==> config.mk <==
export PLATFORM = sky130hd
export DESIGN_NAME = nic_irq_moderator
export DESIGN_NICKNAME = d
export VERILOG_FILES = /design/src/rtl/nic_irq_pkg.sv /design/src/rtl/irq_delay_timer.sv /design/src/rtl/irq_cause_ctrl.sv /design/src/rtl/nic_irq_moderator.sv
export SDC_FILE = /design/constraint.sdc
export NUM_CORES = 1
export LEC_CHECK = 0
export CAP_MARGIN = 0
export CORE_ASPECT_RATIO = 0.7
export CORE_MARGIN = 2
export CORE_UTILIZATION = 30
export CTS_CLUSTER_SIZE = 16
export DETAILED_ROUTE_END_ITERATION = 6
export SYNTH_ARGS = -nofsm -noshare
export SYNTH_HDL_FRONTEND = slang
export SYNTH_SLANG_ARGS = --single-unit
==> constraint.sdc <==
create_clock -name clk -period 2.9 [get_ports clk]
set_clock_uncertainty 0.05 [all_clocks]
set_input_delay 0.29 -clock clk [delete_from_list [all_inputs] [get_ports clk]]
set_output_delay 0.29 -clock clk [all_outputs]
set_load 0.01 [all_outputs]
==> src/rtl/nic_irq_pkg.sv <==
`timescale 1ns/1ps
package nic_irq_pkg;
  typedef enum logic [2:0] {
    SEL_MASK      = 3'd0,
    SEL_CAUSE_SET = 3'd1,
    SEL_THROTTLE  = 3'd2,
    SEL_RX_PKT    = 3'd3,
    SEL_RX_ABS    = 3'd4,
    SEL_SMALL     = 3'd5,
    SEL_TX_PKT    = 3'd6,
    SEL_TX_ABS    = 3'd7
  } reg_sel_e;

  localparam int BIT_RX_TMR = 0;
  localparam int BIT_TX_TMR = 1;
  localparam int BIT_SMALL  = 2;

  localparam int NUM_TMR    = 5;
  localparam int TMR_RX_PKT = 0;
  localparam int TMR_RX_ABS = 1;
  localparam int TMR_TX_PKT = 2;
  localparam int TMR_TX_ABS = 3;
  localparam int TMR_THR    = 4;
endpackage

==> src/rtl/irq_delay_timer.sv <==
`timescale 1ns/1ps
module irq_delay_timer #(
  parameter int CNT_W = 16
) (
  input  logic             clk,
  input  logic             rst_n,
  input  logic             tick_i,
  input  logic             restart_i,
  input  logic             start_i,
  input  logic [CNT_W-1:0] load_i,
  output logic             expire_o,
  output logic             busy_o
);
  localparam logic [CNT_W-1:0] ONE = CNT_W'(1);

  logic [CNT_W-1:0] cnt_q, cnt_d;
  logic             cnt_en;

  always_comb begin
    cnt_d  = cnt_q;
    cnt_en = 1'b0;
    if (restart_i) begin
      cnt_d  = load_i;
      cnt_en = 1'b1;
    end else if (start_i && cnt_q == '0) begin
      cnt_d  = load_i;
      cnt_en = 1'b1;
    end else if (tick_i && cnt_q != '0) begin
      cnt_d  = cnt_q - ONE;
      cnt_en = 1'b1;
    end
  end

  always_ff @(posedge clk or negedge rst_n) begin
    if (!rst_n)      cnt_q <= '0;
    else if (cnt_en) cnt_q <= cnt_d;
  end

  assign busy_o   = (cnt_q != '0);
  assign expire_o = tick_i && (cnt_q == ONE) && !restart_i;

  // a restart always discards the running count
  assert_restart_reload_R5: assert property (@(posedge clk) disable iff (!rst_n)
    restart_i |=> (cnt_q == $past(load_i)));

  // a start request on a running timer leaves its count alone
  assert_start_when_busy_R6: assert property (@(posedge clk) disable iff (!rst_n)
    (start_i && !restart_i && cnt_q != '0) |=>
      (cnt_q == ($past(tick_i) ? $past(cnt_q) - ONE : $past(cnt_q))));
endmodule

==> src/rtl/irq_cause_ctrl.sv <==
`timescale 1ns/1ps
module irq_cause_ctrl #(
  parameter int CAUSE_W = 8
) (
  input  logic               clk,
  input  logic               rst_n,
  input  logic [CAUSE_W-1:0] hw_post_i,
  input  logic [CAUSE_W-1:0] imm_post_i,
  input  logic               mask_wr_i,
  input  logic [CAUSE_W-1:0] mask_data_i,
  input  logic               rd_i,
  input  logic               thr_zero_i,
  input  logic               thr_expire_i,
  output logic [CAUSE_W-1:0] cause_o,
  output logic               irq_o
);
  logic [CAUSE_W-1:0] cause_q, cause_d, mask_q, mask_d;
  logic               irq_q, irq_d, pend_d, raise;

  always_comb begin
    mask_d  = mask_wr_i ? mask_data_i : mask_q;
    cause_d = (rd_i ? '0 : cause_q) | hw_post_i | imm_post_i;
    pend_d  = |(cause_d & mask_d);
    raise   = pend_d && ((thr_zero_i && ((|hw_post_i) || mask_wr_i)) ||
                         (|imm_post_i) || thr_expire_i);
    irq_d   = (irq_q && !rd_i) || raise;
  end

  always_ff @(posedge clk or negedge rst_n) begin
    if (!rst_n) begin
      cause_q <= '0;
      mask_q  <= '0;
      irq_q   <= 1'b0;
    end else begin
      cause_q <= cause_d;
      irq_q   <= irq_d;
      if (mask_wr_i) mask_q <= mask_d;
    end
  end

  assign cause_o = cause_q;
  assign irq_o   = irq_q && |(cause_q & mask_q);

  assert_unthrottled_post_R1: assert property (@(posedge clk) disable iff (!rst_n)
    (thr_zero_i && !mask_wr_i && |(hw_post_i & mask_q)) |=> irq_o);

  assert_mask_reeval_R4: assert property (@(posedge clk) disable iff (!rst_n)
    (mask_wr_i && thr_zero_i && !rd_i && |(cause_q & mask_data_i)) |=> irq_o);

  assert_imm_post_kept_R10: assert property (@(posedge clk) disable iff (!rst_n)
    (|imm_post_i) |=> ((cause_o & $past(imm_post_i)) == $past(imm_post_i)));

  assert_read_clears_R11: assert property (@(posedge clk) disable iff (!rst_n)
    (rd_i && hw_post_i == '0 && imm_post_i == '0) |=> (cause_o == '0 && !irq_o));
endmodule

==> src/rtl/nic_irq_moderator.sv <==
`timescale 1ns/1ps
module nic_irq_moderator
  import nic_irq_pkg::*;
#(
  parameter int CAUSE_W = 8,
  parameter int DLY_W   = 16,
  parameter int LEN_W   = 16
) (
  input  logic               clk,
  input  logic               rst_n,
  input  logic               tick_i,
  input  logic [CAUSE_W-1:0] cause_set_i,
  input  logic               rx_done_i,
  input  logic [LEN_W-1:0]   rx_len_i,
  input  logic               tx_done_i,
  input  logic               tx_dly_req_i,
  input  logic               wr_en_i,
  input  logic [2:0]         wr_sel_i,
  input  logic [DLY_W-1:0]   wr_data_i,
  input  logic               rd_i,
  output logic [CAUSE_W-1:0] rd_data_o,
  output logic               irq_o
);
  localparam logic [CAUSE_W-1:0] RX_BIT = CAUSE_W'(1) << BIT_RX_TMR;
  localparam logic [CAUSE_W-1:0] TX_BIT = CAUSE_W'(1) << BIT_TX_TMR;
  localparam logic [CAUSE_W-1:0] SM_BIT = CAUSE_W'(1) << BIT_SMALL;

  logic [DLY_W-1:0] thr_q, rx_pkt_q, rx_abs_q, tx_pkt_q, tx_abs_q;
  logic [LEN_W-1:0] small_q;
  reg_sel_e         sel;
  logic             tx_evt, mask_wr;
  logic [CAUSE_W-1:0] hw_post, imm_post;

  logic [NUM_TMR-1:0] tmr_restart, tmr_start, tmr_expire, tmr_busy;
  logic [DLY_W-1:0]   tmr_load [NUM_TMR];

  assign sel    = reg_sel_e'(wr_sel_i);
  assign tx_evt = tx_done_i && tx_dly_req_i;

  // interval registers, one clock enable each
  always_ff @(posedge clk or negedge rst_n) begin
    if (!rst_n) begin
      thr_q    <= '0;
      rx_pkt_q <= '0;
      rx_abs_q <= '0;
      small_q  <= '0;
      tx_pkt_q <= '0;
      tx_abs_q <= '0;
    end else if (wr_en_i) begin
      if (sel == SEL_THROTTLE) thr_q    <= wr_data_i;
      if (sel == SEL_RX_PKT)   rx_pkt_q <= wr_data_i;
      if (sel == SEL_RX_ABS)   rx_abs_q <= wr_data_i;
      if (sel == SEL_SMALL)    small_q  <= LEN_W'(wr_data_i);
      if (sel == SEL_TX_PKT)   tx_pkt_q <= wr_data_i;
      if (sel == SEL_TX_ABS)   tx_abs_q <= wr_data_i;
    end
  end

  // timer requests
  always_comb begin
    tmr_restart = '0;
    tmr_start   = '0;
    tmr_restart[TMR_RX_PKT] = rx_done_i && (rx_pkt_q != '0);
    tmr_start[TMR_RX_ABS]   = rx_done_i && (rx_abs_q != '0);
    tmr_restart[TMR_TX_PKT] = tx_evt && (tx_pkt_q != '0);
    tmr_start[TMR_TX_ABS]   = tx_evt && (tx_pkt_q != '0) && (tx_abs_q != '0);
    tmr_start[TMR_THR]      = (|hw_post) && (thr_q != '0);
    tmr_load[TMR_RX_PKT]    = rx_pkt_q;
    tmr_load[TMR_RX_ABS]    = rx_abs_q;
    tmr_load[TMR_TX_PKT]    = tx_pkt_q;
    tmr_load[TMR_TX_ABS]    = tx_abs_q;
    tmr_load[TMR_THR]       = thr_q;
  end

  for (genvar g = 0; g < NUM_TMR; g++) begin : g_tmr
    irq_delay_timer #(.CNT_W(DLY_W)) tmr_i (
      .clk       (clk),
      .rst_n     (rst_n),
      .tick_i    (tick_i),
      .restart_i (tmr_restart[g]),
      .start_i   (tmr_start[g]),
      .load_i    (tmr_load[g]),
      .expire_o  (tmr_expire[g]),
      .busy_o    (tmr_busy[g])
    );
  end

  // cause posting
  always_comb begin
    hw_post = cause_set_i;
    if (rx_done_i && rx_pkt_q == '0 && rx_abs_q == '0) hw_post = hw_post | RX_BIT;
    if (rx_done_i && rx_len_i <= small_q)              hw_post = hw_post | SM_BIT;
    if (tx_evt && tx_pkt_q == '0)                      hw_post = hw_post | TX_BIT;
    if (tmr_expire[TMR_RX_PKT] || tmr_expire[TMR_RX_ABS]) hw_post = hw_post | RX_BIT;
    if (tmr_expire[TMR_TX_PKT] || tmr_expire[TMR_TX_ABS]) hw_post = hw_post | TX_BIT;
    imm_post = (wr_en_i && sel == SEL_CAUSE_SET) ? wr_data_i[CAUSE_W-1:0] : '0;
  end

  assign mask_wr = wr_en_i && (sel == SEL_MASK);

  irq_cause_ctrl #(.CAUSE_W(CAUSE_W)) cause_i (
    .clk          (clk),
    .rst_n        (rst_n),
    .hw_post_i    (hw_post),
    .imm_post_i   (imm_post),
    .mask_wr_i    (mask_wr),
    .mask_data_i  (wr_data_i[CAUSE_W-1:0]),
    .rd_i         (rd_i),
    .thr_zero_i   (thr_q == '0),
    .thr_expire_i (tmr_expire[TMR_THR]),
    .cause_o      (rd_data_o),
    .irq_o        (irq_o)
  );

  assert_rx_no_delay_R7: assert property (@(posedge clk) disable iff (!rst_n)
    (rx_done_i && rx_pkt_q == '0 && rx_abs_q == '0) |=> rd_data_o[BIT_RX_TMR]);

  assert_small_packet_R8: assert property (@(posedge clk) disable iff (!rst_n)
    (rx_done_i && rx_len_i <= small_q) |=> rd_data_o[BIT_SMALL]);

  assert_tx_no_delay_R9: assert property (@(posedge clk) disable iff (!rst_n)
    (tx_evt && tx_pkt_q == '0) |=> rd_data_o[BIT_TX_TMR]);
endmodule

Word-level counts from Yosys, hierarchy flattened
Cells that the tools add are included.
Operators by class
  $lt $le $gt $ge: 1
  bitwise logic cells: 4
  reductions and logical operators: 78
  eq/ne operators: 12
  mux-type cells: 28
  add/subtract/negate cells: 5
Operator list (number)
  $mux 16: 10
  $reduce_bool 16->1: 10
  $logic_not 16->1: 7
  $eq 16x1->1 const B: 5
  $sub 16x1->16 const B: 5
  $reduce_or 8->1: 4
  $logic_and 1x1->1: 31
  $mux 8: 3
  $reduce_and 2->1: 11
  $and 8x8->8: 2
  $le 16x16->1: 1
  $or 8x8->8: 2
  $eq 3x3->1 const B: 4
  $mux 1: 12
  $reduce_bool 2->1: 5
  $eq 3x2->1 const B: 2
  $logic_or 1x1->1: 6
  $mux 2: 2
  $eq 3x1->1 const B: 1
  $logic_not 1->1: 3
  $logic_not 3->1: 1
  $mux 3: 1
Storage, ports and cells
  word-level logic and storage cells: 142
  register bits: 193

Logic depth before layout (Yosys ltp)
Gate-level depths: netlist of the first run.
  depth in word-level cells: 15
  gate-level depth with buffers: 10
  mapped depth without buffers: 9

Modules after synthesis
From an unflattened synthesis of the first run, not the netlist that was laid out.
Unflattened totals
  cells, all modules: 1012
  area total of the unflattened synthesis: 10831.6 µm²
By module, submodules not included
  nic_irq_moderator: cells an instance 318, times used 1, area an instance 4393.0 µm²
  irq_delay_timer at g_tmr[0].tmr_i ...: cells an instance 113, times used 3, area an instance 1067.3 µm²
  irq_delay_timer at g_tmr[3].tmr_i ...: cells an instance 140, times used 2, area an instance 1214.9 µm²
  irq_cause_ctrl: cells an instance 75, times used 1, area an instance 807.0 µm²

Least setup slack after synthesis of the first run
Ideal clock, no wire load.
  path type: in2reg
  from: input port wr_sel_i[1]
  to: register cause_i.irq_q
  path slack: 0.365 ns
  arrival: 2.345 ns
  stages on the path: 7
  buffers on the path: 1
  library setup time: 0.140 ns
  cells stage by stage: clkbuf_1 -> nor4b_2 -> mux2_2 -> a222oi_1 -> nand2_1 -> a2111oi_0 -> o22ai_1
On the way
  word-level cells in the longest chain between the ends: 8
  elaborated cells on any way between the ends: 16
RTL lines
  from (decl): line nic_irq_moderator.sv:18  | input logic [2:0] wr_sel_i,
  $eq 3x1->1 / $logic_not 3->1 (equally long branches): line nic_irq_moderator.sv:96, nic_irq_moderator.sv:99
  $logic_and 1x1->1, on equally long branches: line nic_irq_moderator.sv:96, nic_irq_moderator.sv:99
  $mux 8 / $logic_or 1x1->1 (equally long branches): line nic_irq_moderator.sv:96, irq_cause_ctrl.sv:24
  $or 8x8->8 (tied with other cells): line irq_cause_ctrl.sv:22  | cause_d = (rd_i ? '0 : cause_q) | hw_post_i | imm_post_i;
  $and 8x8->8 / $logic_or 1x1->1 (equally long branches): line irq_cause_ctrl.sv:23, irq_cause_ctrl.sv:24
  $reduce_or 8->1 / $logic_or 1x1->1 (equally long branches): line irq_cause_ctrl.sv:23, irq_cause_ctrl.sv:25
  $logic_and 1x1->1 *: line irq_cause_ctrl.sv:24  | raise = pend_d && ((thr_zero_i && ((|hw_post_i) || mask_wr_i)) ||
  $logic_or 1x1->1 *: line irq_cause_ctrl.sv:26  | irq_d = (irq_q && !rd_i) || raise;
  via cause_i.irq_d: line irq_cause_ctrl.sv:18  | logic irq_q, irq_d, pend_d, raise;
  to (signal assigned): line irq_cause_ctrl.sv:36  | irq_q <= irq_d;
  to (decl): line irq_cause_ctrl.sv:18
The timed path passes the listed nets; every way through them passes the cells marked *.
A chain may end at the register's enable or synchronous reset.

Final worst setup path of the first run
  from: register g_tmr[0].tmr_i.cnt_q[11]
  to: register g_tmr[4].tmr_i.cnt_q[1]
On the way
  word-level cells in the longest chain between the ends: 11
  elaborated cells on any way between the ends: 13
RTL lines
  from (decl): line irq_delay_timer.sv:16  | logic [CNT_W-1:0] cnt_q, cnt_d;
  from (signal assigned): line irq_delay_timer.sv:36  | else if (cnt_en) cnt_q <= cnt_d;
  $eq 16x1->1 *: line irq_delay_timer.sv:40  | assign expire_o = tick_i && (cnt_q == ONE) && !restart_i;
  $logic_and 1x1->1 * (2 in series): line irq_delay_timer.sv:40
  $logic_or 1x1->1 *: line nic_irq_moderator.sv:94  | if (tmr_expire[TMR_RX_PKT] || tmr_expire[TMR_RX_ABS]) hw_post = hw_post | RX_BIT;
  $mux 1 *: line nic_irq_moderator.sv:94
  $mux 2 *: line nic_irq_moderator.sv:95  | if (tmr_expire[TMR_TX_PKT] || tmr_expire[TMR_TX_ABS]) hw_post = hw_post | TX_BIT;
  $reduce_or 8->1 *: line nic_irq_moderator.sv:67  | tmr_start[TMR_THR] = (|hw_post) && (thr_q != '0);
  $logic_and 1x1->1 *: line nic_irq_moderator.sv:67
  $logic_and 1x1->1 *: line irq_delay_timer.sv:25  | end else if (start_i && cnt_q == '0) begin
  $reduce_bool 2->1 (no line) / $mux 1 (equally long branches)
  $reduce_and 2->1 (no line)
  to (signal assigned): line irq_delay_timer.sv:36
  to (decl): line irq_delay_timer.sv:16
Mark *: on every way between the ends. The rest lies on a longest branch, timed or not.

==> results of run 1 <==
final cells by class:
class | instances | area (sq um)
fill | 3072 | 19620
sequential | 193 | 4830
multi-input combinational | 630 | 4392
timing repair buffer | 99 | 922.1
tap | 420 | 525.5
clock buffer | 19 | 452.9
clock inverter | 12 | 205.2
inverter | 54 | 202.7
cells in the mapped netlist (2+ instances only):
cell	number
o31ai_1	2
or3_1	13
nor4_1	35
nand3_1	19
nand2_1	109
o311ai_1	2
or4_1	5
xnor2_1	33
nor3b_1	2
o211ai_1	3
o22ai_1	2
a221o_1	10
o21ai_1	14
clkbuf_1	29
nand4_1	9
or4_4	2
nor2b_1	4
nor4b_2	2
nand4b_1	3
inv_1	54
nand2b_1	3
nor4bb_1	2
dfrtp_1	193
a41oi_1	4
nor2_1	51
nand3b_1	3
a22oi_1	8
nor3_1	30
o41ai_1	2
a21o_1	2
a21boi_0	3
o21ai_0	61
a21oi_1	14
or2_2	2
a31oi_1	4
mux2_2	91
o2111ai_2	2
xor2_1	20
and3_1	8
ha_1	28
sequential cells by signal (all words and copies together) (netlist names):
signal,flops
g_tmr.tmr_i.cnt_q,80
tx_abs_q,16
small_q,16
rx_abs_q,16
thr_q,16
rx_pkt_q,16
cause_i.mask_q,8
tx_pkt_q,16
cause_i.cause_o,8
cause_i.irq_q,1
timing repair:
item	CTS	global route
endpoints found under the setup margin	0	0
hold buffers	1	0
endpoints found under the hold margin	74	0
critical path: stages (launching register included):
cell and delay (ns):
dfrtp_1 0.40, or4_4 0.56, or4_4 0.60, o22ai_2 0.15, a221oi_2 0.17, nand4_2 0.18
nand2_2 0.10, buf_12 0.16, a21o_1 0.15
routing by layer:
| layer | part of all wire | GRT usage | vias to the layer above | wire [um] |
|---|---|---|---|---|
| li1 | - | - | 3430 | - |
| met1 | 0.54 | 0.2599 | 3585 | 14140 |
| met2 | 0.39 | 0.2167 | 176 | 10120 |
| met3 | 0.058 | 0.03980 | 14 | 1514 |
| met4 | 0.010 | 0.03294 | 0 | 267 |
| met5 | 0 | 0 | - | 0 |
cells by family (layout without fill, tap and decap cells):
family                   count (synthesis)  count (layout)  synth area share
multiplexers                            92              92            0.1093
XOR/XNOR                                53              53           0.04882
AND/OR/NAND/NOR                        308             308            0.1613
adder cells (fa/ha/maj)                 28              28           0.03684
flip-flops                             193             193            0.5079
buffers and inverters                   84             184           0.03329
AO/OA/AOI/OAI                          149             149            0.1025
path summary, 6_finish.rpt:
kind	to	slack, ns	depth (start not counted)
min reg2reg	g_tmr[1].tmr_i.cnt_q[11]	0.46	2
min in group clk	g_tmr[2].tmr_i.cnt_q[3]	0.40	3
max	g_tmr[4].tmr_i.cnt_q[1]	0.27	8
max reg2reg	g_tmr[4].tmr_i.cnt_q[1]	0.27	8
min	rx_pkt_q[14]	0.40	2
max in group asynchronous	tx_pkt_q[10]	1.59	3
metrics by stage:
stage	setup WS (ns)	hold WS, ns	cells
floorplan	0.3649	-0.05559	907
global placement	0.1214	0.3276	1395
detailed placement	-0.002460	0.3269	1395
CTS	0.2813	0.3891	1427
global route	0.03171	0.4180	1427
finish	0.2678	0.3977	1427
power by group:
part | total, uW | leakage (uW) | switching [uW] | internal, uW
combinational | 2200 | 0.00216 | 1120 | 1080
clock | 2640 | 0.000316 | 1070 | 1580
sequential | 4160 | 0.00235 | 703 | 3460
total | 9000 | 0.00482 | 2890 | 6110
==> summary.md, run 1 <==
| Metric | Value |
|---|---|
| Status | `finished clean` |
| Max transition margin | `0.2336` |
| Hold Fails Final Rpt | `0` |
| DP HPWL | `18910 um` |
| Period Utilization, post-route | `0.9077` |
| Final wirelength | `26040 um` |
| Routed wire per std cell | `18.25 um` |
| Total Power | `9003 uW` |
| Pleak | `0.004819 uW` |
| # port buffers | `59` |
| Top-Level Pins | `60` |
| Peak VDD IR | `0.4925 mV` |
| Syn. warnings | `0` |
| Main flop type after synthesis | `dfrtp_1` |
| Peak Freq | `379.9 MHz` |
| H-tree Lvls | `4` |
| Setup TNS | `0 ns` |
| Fin. max-slew vios | `0` |
| Later-pin clock latency in the skew report | `0.45 ns` |
| Post-synthesis register bit count | `193` |
| TritonRoute pass-1 iters | `5` |
| Critical path arrival | `2.92 ns` |
| Clock Pin Slew Worst Setup and Hold Paths | `0.07 ns` |
| Most common cell after layout, fill and taps aside | `dfrtp_1` |
| Die height | `153.0 um` |
| Vias per cell | `5.049` |
| Sinks on Clock Net | `193` |
| GP Congestion | `0.8291` |
| Setup crit end kind | `register` |
| Largest net degree at the start of global routing | `79` |
| WP data required | `3.19 ns` |
| Via Count | `7205` |
| CTS Buf Count | `17` |
| Crit path max fanout | `14` |
| Total gr overflow | `0` |
| Syn-to-layout area delta | `21.25%` |
| Share of cells above drive strength 1 | `0.1807` |
| DRC marker count from the first detailed-route iteration | `620` |
| Initial Utilization | `0.3053` |
| Power per Cell Area | `780.9 nW/um^2` |
| Hold crit path type | `input port to async pin` |
| Synth Net Count | `986` |
| Sequential area share after synthesis | `0.5079` |
| # DRC | `0` |
| Yosys top cell area share | `0.5079` |
| EDFF count, synth | `0` |
| Yosys cell types | `64` |
| Fraction of registers with async set/reset | `1.000` |
| Most frequent cells in the layout | `193 x dfrtp_1, 109 x nand2_1, 91 x mux2_2` |
| Avg Cell Area, Syn | `10.48 sq um` |
| CP startpoint | `g_tmr[0].tmr_i.cnt_q[11]` |
| Kind of critical path | `register to register` |
| Number of global-route vias before repair | `6989` |
| Top post-synthesis cells by area | `dfrtp_1 51%, mux2_2 11%, nand2_1 4.3%` |
| Initial antenna violation count | `0` |
| Die W | `216.8 um` |
| Min Tclk post-route | `2.632 ns` |
| RSZ-0062 raised after global routing | `false` |
| Crit start category | `register` |
| Post-Syn Area | `9509 sq um` |
| Total Routing Usage GR | `0.1625` |
| Clock Tree Buf Depth | `2` |
| CTS tree | `done` |
| Final setup viols | `0` |
| Routed Antenna Nets | `0` |
| First-pass GRT wire length | `40940 um` |
| Core box area | `31150 sq um` |
| Nets | `1074` |
| Final Util | `0.3702` |
| Max-cap violations | `0` |
| # rows | `54` |
| Full die area | `33160 sq um` |
| Slew @ Worst Pin | `1.144 ns` |
| Clock root cell | `clkbuf_16` |
| Design Area, Final | `11530 sq um` |
| Post-synth top area cell | `dfrtp_1` |
| Post-DP Area | `10860 sq um` |
| Setup bufs post-CTS | `0` |
| Post-Synthesis Cells | `907` |
| Post-CTS Resized | `0` |
| Worst R2R Start | `g_tmr[0].tmr_i.cnt_q[11]` |
| Ant diodes | `0` |
Power figures use the tool's default switching activity.
==> run 2: changes to the inputs <==
--- a/config.mk
+++ b/config.mk
@@ -8,7 +8,7 @@
 export CAP_MARGIN = 0
 export CORE_ASPECT_RATIO = 0.7
 export CORE_MARGIN = 2
-export CORE_UTILIZATION = 30
+export CORE_UTILIZATION = 36
 export CTS_CLUSTER_SIZE = 16
 export DETAILED_ROUTE_END_ITERATION = 6
 export SYNTH_ARGS = -nofsm -noshare
==> run 2 against run 1 <==
Combinational power about the same; final area down 1.2%; critical endpoint unchanged; global-route usage up 2.6 points; sequential power about the same; maximum frequency up 1.1%.
==> summary.md, run 2 (synthesis results as in run 1) <==
| Metric | Value |
|---|---|
| Status | `finished clean` |
| CTS Buf Count | `17 (unchanged)` |
| DP HPWL | `18310 um (-3.2%)` |
| Setup TNS | `0 ns (unchanged)` |
| Switching share of power | `0.3449 (+0.02366)` |
| Share of cells above drive strength 1 | `0.1797 (-0.0009930)` |
| Sinks on Clock Net | `193 (unchanged)` |
| Max transition margin | `0.1202 (-0.1134)` |
| P_int | `5721 uW (-6.4%)` |
| Worst R2R Setup Slack | `0.30 ns (+0.03 ns)` |
| Max FFs per register | `80 (unchanged)` |
| Full die area | `27750 sq um (-16%)` |
| Peak VDD IR | `0.4277 mV (-13%)` |
| Fin. max-slew vios | `0 (unchanged)` |
| Initial Utilization | `0.3684 (+0.06312)` |
| # port buffers | `59 (unchanged)` |
| Setup bufs post-CTS | `0 (unchanged)` |
| Slowest stage delay, CP | `0.60 ns (about the same)` |
| GP Congestion | `0.8667 (+4.5%)` |
| Max-cap violations | `0 (unchanged)` |
| DR top layer | `met4` |
| TritonRoute pass-1 iters | `5 (unchanged)` |
| Crit path max fanout | `7 (-7)` |
| Clock Pin Slew Worst Setup and Hold Paths | `0.08 ns (about the same)` |
| Clock Tree Buf Depth | `2 (unchanged)` |
| CP cell instances | `or4_4 -> or4_4 -> o22ai_2 -> a221oi_2 -> nand4_2 -> nand2_2 -> buf_4 -> a21o_1` |
| Largest net degree at the start of global routing | `72 (-8.9%)` |
| Final wirelength | `25100 um (-3.6%)` |
| Clk pwr share | `0.275 (-0.019)` |
| Pleak | `0.004792 uW (-0.57%)` |
| Total gr overflow | `0 (unchanged)` |
| Min Tclk post-route | `2.605 ns (-0.02772 ns)` |
| Most frequent cell on the critical path | `or4_4` |
| H-tree Lvls | `4 (unchanged)` |
| Vias per cell | `5.259 (+4.2%)` |
| Initial antenna violation count | `1 (+1)` |
| M1 WL | `12870 um (-8.9%)` |
| Setup crit end kind | `register` |
| Routed wire per std cell | `18.40 um (+0.85%)` |
| Crit start category | `register` |
| First-pass GRT wire length | `39810 um (-2.8%)` |
| # rows | `49 (-9.3%)` |
| Logic pwr share | `0.249 (+0.005)` |
| DRC marker count from the first detailed-route iteration | `505 (-19%)` |
| Nets | `1073 (-0.093%)` |
| Via Count | `7173 (-0.44%)` |
| Period Utilization, post-route | `0.8981 (-0.009559)` |
| Later-pin clock latency in the skew report | `0.44 ns (about the same)` |
| Syn-to-layout area delta | `19.74%` |
| # DRC | `0 (unchanged)` |
| Die W | `198.3 um (-8.6%)` |
| Total Routing Usage GR | `0.1890 (+0.02650)` |
| Worst reg2reg path endpoint | `g_tmr[4].tmr_i.cnt_q[1]` |
| Total net switching power | `3012 uW (+4.1%)` |
| Most frequent cells in the layout | `193 x dfrtp_1, 109 x nand2_1, 91 x mux2_2` |
| Fillers | `2457 (-20%)` |
| Routed Antenna Nets | `0 (unchanged)` |
| Critical Path End | `g_tmr[4].tmr_i.cnt_q[1]` |
| Top-Level Pins | `60 (unchanged)` |
| Slew @ Worst Pin | `1.302 ns (+0.1575 ns)` |
| Hold crit path type | `input port to async pin` |
| Worst R2R Start | `g_tmr[0].tmr_i.cnt_q[8]` |
| Most common cell after layout, fill and taps aside | `dfrtp_1` |
| Slowest cell on crit path | `or4_4` |
| Power per Cell Area | `767.0 nW/um^2 (-1.8%)` |
| RSZ-0062 raised after global routing | `false` |
| Clock root cell | `clkbuf_16` |
| DR WL met3 | `1614 um (+6.6%)` |
| Hold Fails Final Rpt | `0 (unchanged)` |
| Largest Register | `g_tmr.tmr_i.cnt_q` |
| CTS tree | `done` |
| WL met2 | `10360 um (+2.4%)` |
| Share of power burned in registers | `0.476 (+0.014)` |
| Cell depth of the worst flop-to-flop path | `8 (unchanged)` |
| Ant diodes | `0 (unchanged)` |
| Kind of critical path | `register to register` |
| Core box area | `25810 sq um (-17%)` |
| Final Util | `0.4411 (+0.07096)` |
| Critical path arrival | `2.89 ns (-0.03 ns)` |
| Number of global-route vias before repair | `6882 (-1.5%)` |
| Die height | `140.0 um (-8.5%)` |
| Final setup viols | `0 (unchanged)` |
| Peak Freq | `383.9 MHz (+1.1%)` |
| CP startpoint | `g_tmr[0].tmr_i.cnt_q[8]` |
| WP data required | `3.19 ns (about the same)` |
run 2: metrics by stage:
stage          cells  total power [uW]  hold slack (ns)  area, sq um  setup WS [ns]
2_1_floorplan    907              5575         -0.05559         9509         0.3649
3_3_place_gp    1331              6297           0.3047        10770        0.04595
3_5_place_dp    1331              6350           0.3056        10770       0.004547
4_1_cts         1364              8774           0.4032        11390         0.2817
5_1_grt         1364              9273           0.4304        11390         0.1267
6_report        1364              8733           0.3842        11390         0.2955
run 2: critical path: cells and delay by family, from the launching register on:
family,cells,cell delay [ns]
buf+inv,1,0.17
simple gates,4,1.39
flops,1,0.44
compound gates,3,0.45
run 2: power groups by stage:
| stage | Clock, uW | Combinational, uW | Sequential (uW) |
|---|---|---|---|
| after global placement | 0 | 2120 | 4170 |
| after detailed placement | 0 | 2170 | 4180 |
| final | 2400 | 2170 | 4160 |
| after floorplan | 0 | 1580 | 4000 |
| after CTS | 2440 | 2190 | 4150 |
| after global routing | 2560 | 2450 | 4270 |
run 2: area by class of cell:
| cell class | count | area [sq um] | share of cell area |
|---|---|---|---|
| clock buffers | 18 | 439.2 | 0.03857 |
| clock inverters | 14 | 167.7 | 0.01473 |
| inverters | 54 | 202.7 | 0.01780 |
| multi-input cells | 630 | 4385 | 0.3852 |
| flip-flops and latches | 193 | 4830 | 0.4242 |
| well taps | 357 | 446.7 | 0.03923 |
| repair buffers | 98 | 914.6 | 0.08033 |
run 2: worst min path at each step:
stage                     slack [ns]  cells after the start                       end   from
final                           0.38                      2   g_tmr[0].tmr_i.cnt_q[8]  rst_n
after global routing            0.43                      2              tx_abs_q[14]  rst_n
after CTS                       0.40                      2  g_tmr[0].tmr_i.cnt_q[13]  rst_n
after detailed placement        0.31                      1  g_tmr[0].tmr_i.cnt_q[14]  rst_n
after global placement          0.30                      1  g_tmr[0].tmr_i.cnt_q[14]  rst_n
after floorplan                -0.06                      0        cause_i.cause_o[0]  rst_n
run 2: repair_timing:
item,CTS,global route
gates resized for setup,0,0
hold buffers,1,0
endpoints found under the hold margin,69,0
run 2: routing by layer:
metal | up-vias | track usage
li1 | 3425 | -
met1 | 3545 | 0.2952
met2 | 184 | 0.2598
met3 | 19 | 0.04431
met4 | 0 | 0.04670
met5 | - | 0
